**src/rtl/gpio_edge_pkg.sv**
```systemverilog
package gpio_edge_pkg;

    localparam int GPIO_ADDR_W = 3;

    typedef enum logic [GPIO_ADDR_W-1:0] {
        REG_LEVEL = 3'd0,
        REG_SET   = 3'd1,
        REG_CLR   = 3'd2,
        REG_DIR   = 3'd3,
        REG_RISE  = 3'd4,
        REG_FALL  = 3'd5,
        REG_STAT  = 3'd6,
        REG_MASK  = 3'd7
    } gpio_reg_e;

endpackage

```
**src/rtl/gpio_in_sync.sv**
```systemverilog
module gpio_in_sync #(
    parameter int N_PINS = 8
) (
    input  logic              clk,
    input  logic              rst_n,
    input  logic [N_PINS-1:0] pin_async,
    output logic [N_PINS-1:0] pin_sync
);

    logic [N_PINS-1:0] stage1_q;
    logic [N_PINS-1:0] stage2_q;

    for (genvar i = 0; i < N_PINS; i++) begin : g_pin
        always_ff @(posedge clk or negedge rst_n) begin
            if (!rst_n) begin
                stage1_q[i] <= 1'b0;
                stage2_q[i] <= 1'b0;
            end else begin
                stage1_q[i] <= pin_async[i];
                stage2_q[i] <= stage1_q[i];
            end
        end
    end

    assign pin_sync = stage2_q;

endmodule

```
**src/rtl/gpio_edge_detect.sv**
```systemverilog
module gpio_edge_detect #(
    parameter int N_PINS = 8
) (
    input  logic              clk,
    input  logic              rst_n,
    input  logic [N_PINS-1:0] pin_sync,
    input  logic [N_PINS-1:0] rise_en,
    input  logic [N_PINS-1:0] fall_en,
    output logic [N_PINS-1:0] edge_hit
);

    logic [N_PINS-1:0] prev_q;
    logic [N_PINS-1:0] rose;
    logic [N_PINS-1:0] fell;

    always_ff @(posedge clk or negedge rst_n) begin
        if (!rst_n) prev_q <= '0;
        else        prev_q <= pin_sync;
    end

    always_comb begin
        rose     = pin_sync & ~prev_q & rise_en;
        fell     = ~pin_sync & prev_q & fall_en;
        edge_hit = rose | fell;
    end

endmodule

```
**src/rtl/gpio_irq_status.sv**
```systemverilog
module gpio_irq_status #(
    parameter int N_PINS = 8
) (
    input  logic              clk,
    input  logic              rst_n,
    input  logic [N_PINS-1:0] edge_hit,
    input  logic [N_PINS-1:0] clr_mask,
    output logic [N_PINS-1:0] status_q
);

    always_ff @(posedge clk or negedge rst_n) begin
        if (!rst_n) status_q <= '0;
        else        status_q <= (status_q & ~clr_mask) | edge_hit;
    end

    // without a clear strobe, no bit that was set may drop
    a_r9_sticky: assert property (@(posedge clk) disable iff (!rst_n)
        (clr_mask == '0) |=> ((status_q & $past(status_q)) == $past(status_q)));

    // an edge seen on an edge always leaves its bit set, clear or not
    a_r10_edge_wins: assert property (@(posedge clk) disable iff (!rst_n)
        (edge_hit != '0) |=> ((status_q & $past(edge_hit)) == $past(edge_hit)));

endmodule

```
**src/rtl/gpio_regs.sv**
```systemverilog
module gpio_regs
    import gpio_edge_pkg::*;
#(
    parameter int N_PINS = 8,
    parameter int DATA_W = 32
) (
    input  logic                   clk,
    input  logic                   rst_n,
    input  logic                   wr_en,
    input  logic [GPIO_ADDR_W-1:0] addr,
    input  logic [DATA_W-1:0]      wdata,
    input  logic [N_PINS-1:0]      level,
    input  logic [N_PINS-1:0]      status,
    output logic [DATA_W-1:0]      rdata,
    output logic [N_PINS-1:0]      out_q,
    output logic [N_PINS-1:0]      dir_q,
    output logic [N_PINS-1:0]      rise_q,
    output logic [N_PINS-1:0]      fall_q,
    output logic [N_PINS-1:0]      mask_q,
    output logic [N_PINS-1:0]      stat_clr
);

    localparam int PAD_W = DATA_W - N_PINS;

    gpio_reg_e         sel;
    logic [N_PINS-1:0] wbits;
    logic [N_PINS-1:0] rbits;
    logic              unused_wdata_hi;

    assign sel             = gpio_reg_e'(addr);
    assign wbits           = wdata[N_PINS-1:0];
    assign unused_wdata_hi = ^wdata[DATA_W-1:N_PINS];

    always_ff @(posedge clk or negedge rst_n) begin
        if (!rst_n) begin
            out_q  <= '0;
            dir_q  <= '0;
            rise_q <= '0;
            fall_q <= '0;
            mask_q <= '0;
        end else if (wr_en) begin
            unique case (sel)
                REG_SET:  out_q  <= out_q | wbits;
                REG_CLR:  out_q  <= out_q & ~wbits;
                REG_DIR:  dir_q  <= wbits;
                REG_RISE: rise_q <= wbits;
                REG_FALL: fall_q <= wbits;
                REG_MASK: mask_q <= wbits;
                default:  ;
            endcase
        end
    end

    assign stat_clr = (wr_en && sel == REG_STAT) ? wbits : '0;

    always_comb begin
        unique case (sel)
            REG_LEVEL:        rbits = level;
            REG_SET, REG_CLR: rbits = out_q;
            REG_DIR:          rbits = dir_q;
            REG_RISE:         rbits = rise_q;
            REG_FALL:         rbits = fall_q;
            REG_STAT:         rbits = status;
            REG_MASK:         rbits = mask_q;
            default:          rbits = '0;
        endcase
        rdata = {{PAD_W{1'b0}}, rbits};
    end

    // every pin named in a set write ends up high
    a_r2_set_drives_high: assert property (@(posedge clk) disable iff (!rst_n)
        (wr_en && sel == REG_SET) |=> ((out_q & $past(wbits)) == $past(wbits)));

    // every pin named in a clear write ends up low
    a_r3_clr_drives_low: assert property (@(posedge clk) disable iff (!rst_n)
        (wr_en && sel == REG_CLR) |=> ((out_q & $past(wbits)) == '0));

    // the output latch only moves on a set or clear write
    a_r2_latch_holds: assert property (@(posedge clk) disable iff (!rst_n)
        !(wr_en && (sel == REG_SET || sel == REG_CLR)) |=> $stable(out_q));

endmodule

```
**src/rtl/gpio_edge_ctrl.sv**
```systemverilog
module gpio_edge_ctrl
    import gpio_edge_pkg::*;
#(
    parameter int N_PINS = 8,
    parameter int DATA_W = 32
) (
    input  logic                   clk,
    input  logic                   rst_n,
    input  logic                   bus_wr_en,
    input  logic [GPIO_ADDR_W-1:0] bus_addr,
    input  logic [DATA_W-1:0]      bus_wdata,
    output logic [DATA_W-1:0]      bus_rdata,
    input  logic [N_PINS-1:0]      pin_in,
    output logic [N_PINS-1:0]      pin_out,
    output logic [N_PINS-1:0]      pin_oe,
    output logic                   irq
);

    logic [N_PINS-1:0] level;
    logic [N_PINS-1:0] edge_hit;
    logic [N_PINS-1:0] status;
    logic [N_PINS-1:0] stat_clr;
    logic [N_PINS-1:0] out_q;
    logic [N_PINS-1:0] dir_q;
    logic [N_PINS-1:0] rise_q;
    logic [N_PINS-1:0] fall_q;
    logic [N_PINS-1:0] mask_q;

    gpio_in_sync #(.N_PINS(N_PINS)) u_sync (
        .clk       (clk),
        .rst_n     (rst_n),
        .pin_async (pin_in),
        .pin_sync  (level)
    );

    gpio_edge_detect #(.N_PINS(N_PINS)) u_edge (
        .clk      (clk),
        .rst_n    (rst_n),
        .pin_sync (level),
        .rise_en  (rise_q),
        .fall_en  (fall_q),
        .edge_hit (edge_hit)
    );

    gpio_irq_status #(.N_PINS(N_PINS)) u_status (
        .clk      (clk),
        .rst_n    (rst_n),
        .edge_hit (edge_hit),
        .clr_mask (stat_clr),
        .status_q (status)
    );

    gpio_regs #(.N_PINS(N_PINS), .DATA_W(DATA_W)) u_regs (
        .clk      (clk),
        .rst_n    (rst_n),
        .wr_en    (bus_wr_en),
        .addr     (bus_addr),
        .wdata    (bus_wdata),
        .level    (level),
        .status   (status),
        .rdata    (bus_rdata),
        .out_q    (out_q),
        .dir_q    (dir_q),
        .rise_q   (rise_q),
        .fall_q   (fall_q),
        .mask_q   (mask_q),
        .stat_clr (stat_clr)
    );

    assign pin_out = out_q;
    assign pin_oe  = dir_q;
    assign irq     = |(status & mask_q);

    // with everything masked off the interrupt stays low
    a_r11_masked_quiet: assert property (@(posedge clk) disable iff (!rst_n)
        (mask_q == '0) |-> !irq);

    // a status bit can only appear where some edge enable was set
    a_r8_enable_needed: assert property (@(posedge clk) disable iff (!rst_n)
        ((status & ~$past(status) & ~$past(rise_q | fall_q)) == '0));

endmodule

```
**config.mk**
```make
export PLATFORM = sky130hd
export DESIGN_NAME = gpio_edge_ctrl
export DESIGN_NICKNAME = d
export VERILOG_FILES = /design/src/rtl/gpio_edge_pkg.sv /design/src/rtl/gpio_in_sync.sv /design/src/rtl/gpio_edge_detect.sv /design/src/rtl/gpio_irq_status.sv /design/src/rtl/gpio_regs.sv /design/src/rtl/gpio_edge_ctrl.sv
export SDC_FILE = /design/constraint.sdc
export NUM_CORES = 1
export LEC_CHECK = 0
export ABC_CLOCK_PERIOD_IN_PS = 1010
export BUFFER_PORTS_ARGS = -buffer_cell sky130_fd_sc_hd__buf_2
export CORE_MARGIN = 2
export CORE_UTILIZATION = 30
export DETAILED_ROUTE_END_ITERATION = 8
export GPL_TIMING_DRIVEN = 0
export PLACE_DENSITY = 0.56
export SYNTH_ARGS = -nofsm -noshare
export SYNTH_HDL_FRONTEND = slang
export SYNTH_SLANG_ARGS = --single-unit
```
**constraint.sdc**
```tcl
create_clock -name clk -period 1.01 [get_ports clk]
set_input_delay 0.101 -clock clk [delete_from_list [all_inputs] [get_ports clk]]
set_output_delay 0.101 -clock clk [all_outputs]
set_load 0.05 [all_outputs]
```
==> qor.yml <==
timing:
  fmax_ghz: 0.595
  skew_ns: 0.00532
  setup_viol: 22
  fin_crit_sh_pct: 166
  hold_viol: 0
  tightest_slew_ns: 0.546
  period_minus_slack_ns: 1.68
  relSlewSlack_pct: 63.6
  slew_violations: 0
  grt_setup_unrepaired: "yes"
  setup_ws_ns: -0.670
route:
  first_iter_violations: 130
  finalWirelength_um: 8940
  drc_errors: 0
  ant_nets: 0
  wl_per_cell_um: 15.9
  via_per_inst: 4.66
  vias: 2629
  dr.pass1.iters: 4
power:
  power.leakage_nw: 2.30
  max-vdd-ir-drop_mv: 1.49
  powerDensity_nw_per_um2: 1850
cts:
  path_clk_slew_ns: 0.06
  cts_max_level: 3
  cts.sinks: 72
  cts_tree: "done"
  clk_latency_ns: 0.33
  numCtsBuffers: 9
  clock_path_buffers: 2
  ctsRootBufferMaster: "clkbuf_16"
place:
  port_buffers: 46
  dp_worst_setup_slack_ns: -0.728
  gp_congestion: 0.769
  hpwl_um: 5990
  placed_cells: 525
logic_synthesis:
  syn_area_per_cell_um2: 11.3
  synth_top_area_cell: "dfrtp_1"
  ys.flop_type: "dfrtp_1"
  synthAdderAreaFrac_pct: 1.45
  synth_edf_count: 0
  synth_simple_gate_area_share_pct: 12.4
  ys_seq_elements: 72
  synth_top_family_by_area: "multiplexers"
  synth_compound_area_share_pct: 11.0
  async_reset_ff_share_pct: 100
  yosysUniqueCellTypes: 42
  synth.area.top_cells: "dfrtp_1 51%, mux2_2 8.9%, buf_4 6.2%, nand2_1 4.9%, mux2_4 3.4%"
  muxShareOfSynthArea_pct: 15.0
  synthCells: 312
  ys_seq_area_share_pct: 51.0
  yosysWarnings: 0
  synth_top_area_share_pct: 51.0
  synth_xor_xnor_area_share_pct: 0
  netlist_area_um2: 3530
die:
  start_util_pct: 30.8
  die_height_um: 112
  ioPinCount: 95
  num_rows: 39
  die_x_um: 112
  core_um2: 11500
  die_area_um2: 12700
worst_setup_path:
  start_kind: "register"
  cp-end-kind: "output port"
  reg2reg_depth: 4
  endpoint: "bus_rdata[7]"
  worstPathArrival_ns: 1.58
  crit_path_max_fanout: 2
  worstSetupPathType: "reg2out"
  worstSetupStartpoint: "u_regs.dir_q[7]"
  required_ns: 0.91
  timing.reg2reg.setup_slack_ns: 0.01
outcome:
  status: "finished, violations left"
  violations: "setup timing"
global_routing:
  grt_pass1_vias: 2604
  grt_pass1_wl_um: 14300
  globalRouteOverflowTotal: 0
  antenna_found_initial: 0
  grt_max_degree: 72
  grt_use_total_pct: 14.8
cells_and_area:
  drive_gt1_share_pct: 47.7
  synthToLayoutAreaGrowth_pct: 41.2
  mostFrequentLayoutCell: "dfrtp_1"
  final_nets: 462
  diodes: 0
  final_cell_mix: "59 x dfrtp_1, 44 x nand2_1, 41 x buf_4"
  fillers: 1078
  final_cells: 564
hold_path:
  worstHoldPathType: "in2reg"
  min_from: "bus_wdata[0]"
run:
  drv_cap: 0
[metal layers]
layer	part of all wire (%)	vias to the layer above	track usage, %
li1	-	1264	-
met1	46	1265	20.0
met2	46	89	22.7
met3	6.1	11	4.37
met4	2.0	0	5.61
met5	0	-	0
[layout make-up]
class / instances / area (um2) / share of cell area [%]
plain buffers: 38 / 305 / 6.12
clock buffers: 14 / 264 / 5.30
clock inverters: 2 / 13.8 / 0.276
inverters: 8 / 30.0 / 0.602
multi-input cells: 216 / 1690 / 34.0
flip-flops and latches: 72 / 1820 / 36.5
well taps: 143 / 179 / 3.59
repair buffers: 71 / 681 / 13.7
[what timing repair did]
action                                 4_1_cts  5_1_grt
pin swaps                                   10        2
setup endpoints to repair                   52       32
endpoints found under the hold margin       80        0
buffers inserted                            13        3
resized for setup                           67       20
hold buffers                                 9        0
[Yosys cell counts (5+ instances only)]
master and number:
mux2i_1 7, nand2_1 46, dfrtp_1 72, mux2_4 8, o21ai_0 13, a31oi_1 8
nand3b_1 10, a22oi_1 6, mux2_2 28, o22a_1 5, inv_1 8, a21oi_1 11
o211ai_1 8, buf_2 5, buf_4 29, nor2_1 8
[worst min-delay path by stage]
stage / to / cells past startpoint
CTS: u_sync.stage1_q[3] / 2
floorplan: async pin / 0
finish: u_regs.dir_q[0] / 2
detailed placement: u_sync.stage1_q[3] / 1
global placement: u_sync.stage1_q[3] / 1
global route: u_sync.stage1_q[3] / 2
[report_power, final]
part,leakage (nW),total [mW],switching [mW],internal (mW)
Sequential,0.806,3.64,0.343,3.30
Clock,0.137,2.94,1.15,1.80
Combinational,1.36,2.64,1.41,1.23
[cells by family after synthesis]
family                   Yosys count
adder cells (fa/ha/maj)            5
other                              1
AO/OA/AOI/OAI                     60
flip-flops                        72
multiplexers                      44
buffers and inverters             47
AND/OR/NAND/NOR                   83
[critical path, stage by stage (launching register included)]
cell and delay (ns):
dfrtp_2 0.41, mux2_4 0.27, a22oi_2 0.15, nor2b_1 0.06
o22a_2 0.20, buf_8 0.15
[through the flow]
stage / instance area, um2 / hold slack [ns] / setup TNS [ns] / total power, mW / util, %
after floorplan: 3770 / -0.195 / -4.36 / 5.29 / -
after global placement: 4180 / 0.209 / -66.16 / 5.79 / 36.4
after detailed placement: 4210 / -0.100 / -20.91 / 5.84 / 36.7
after CTS: 4890 / 0.0872 / -6.72 / 9.22 / 42.7
after global routing: 4980 / 0.0930 / -7.45 / 9.68 / 43.5
final: 4980 / 0.0950 / -6.54 / 9.23 / 43.5
No activity file was read; power rests on OpenSTA's default activity.
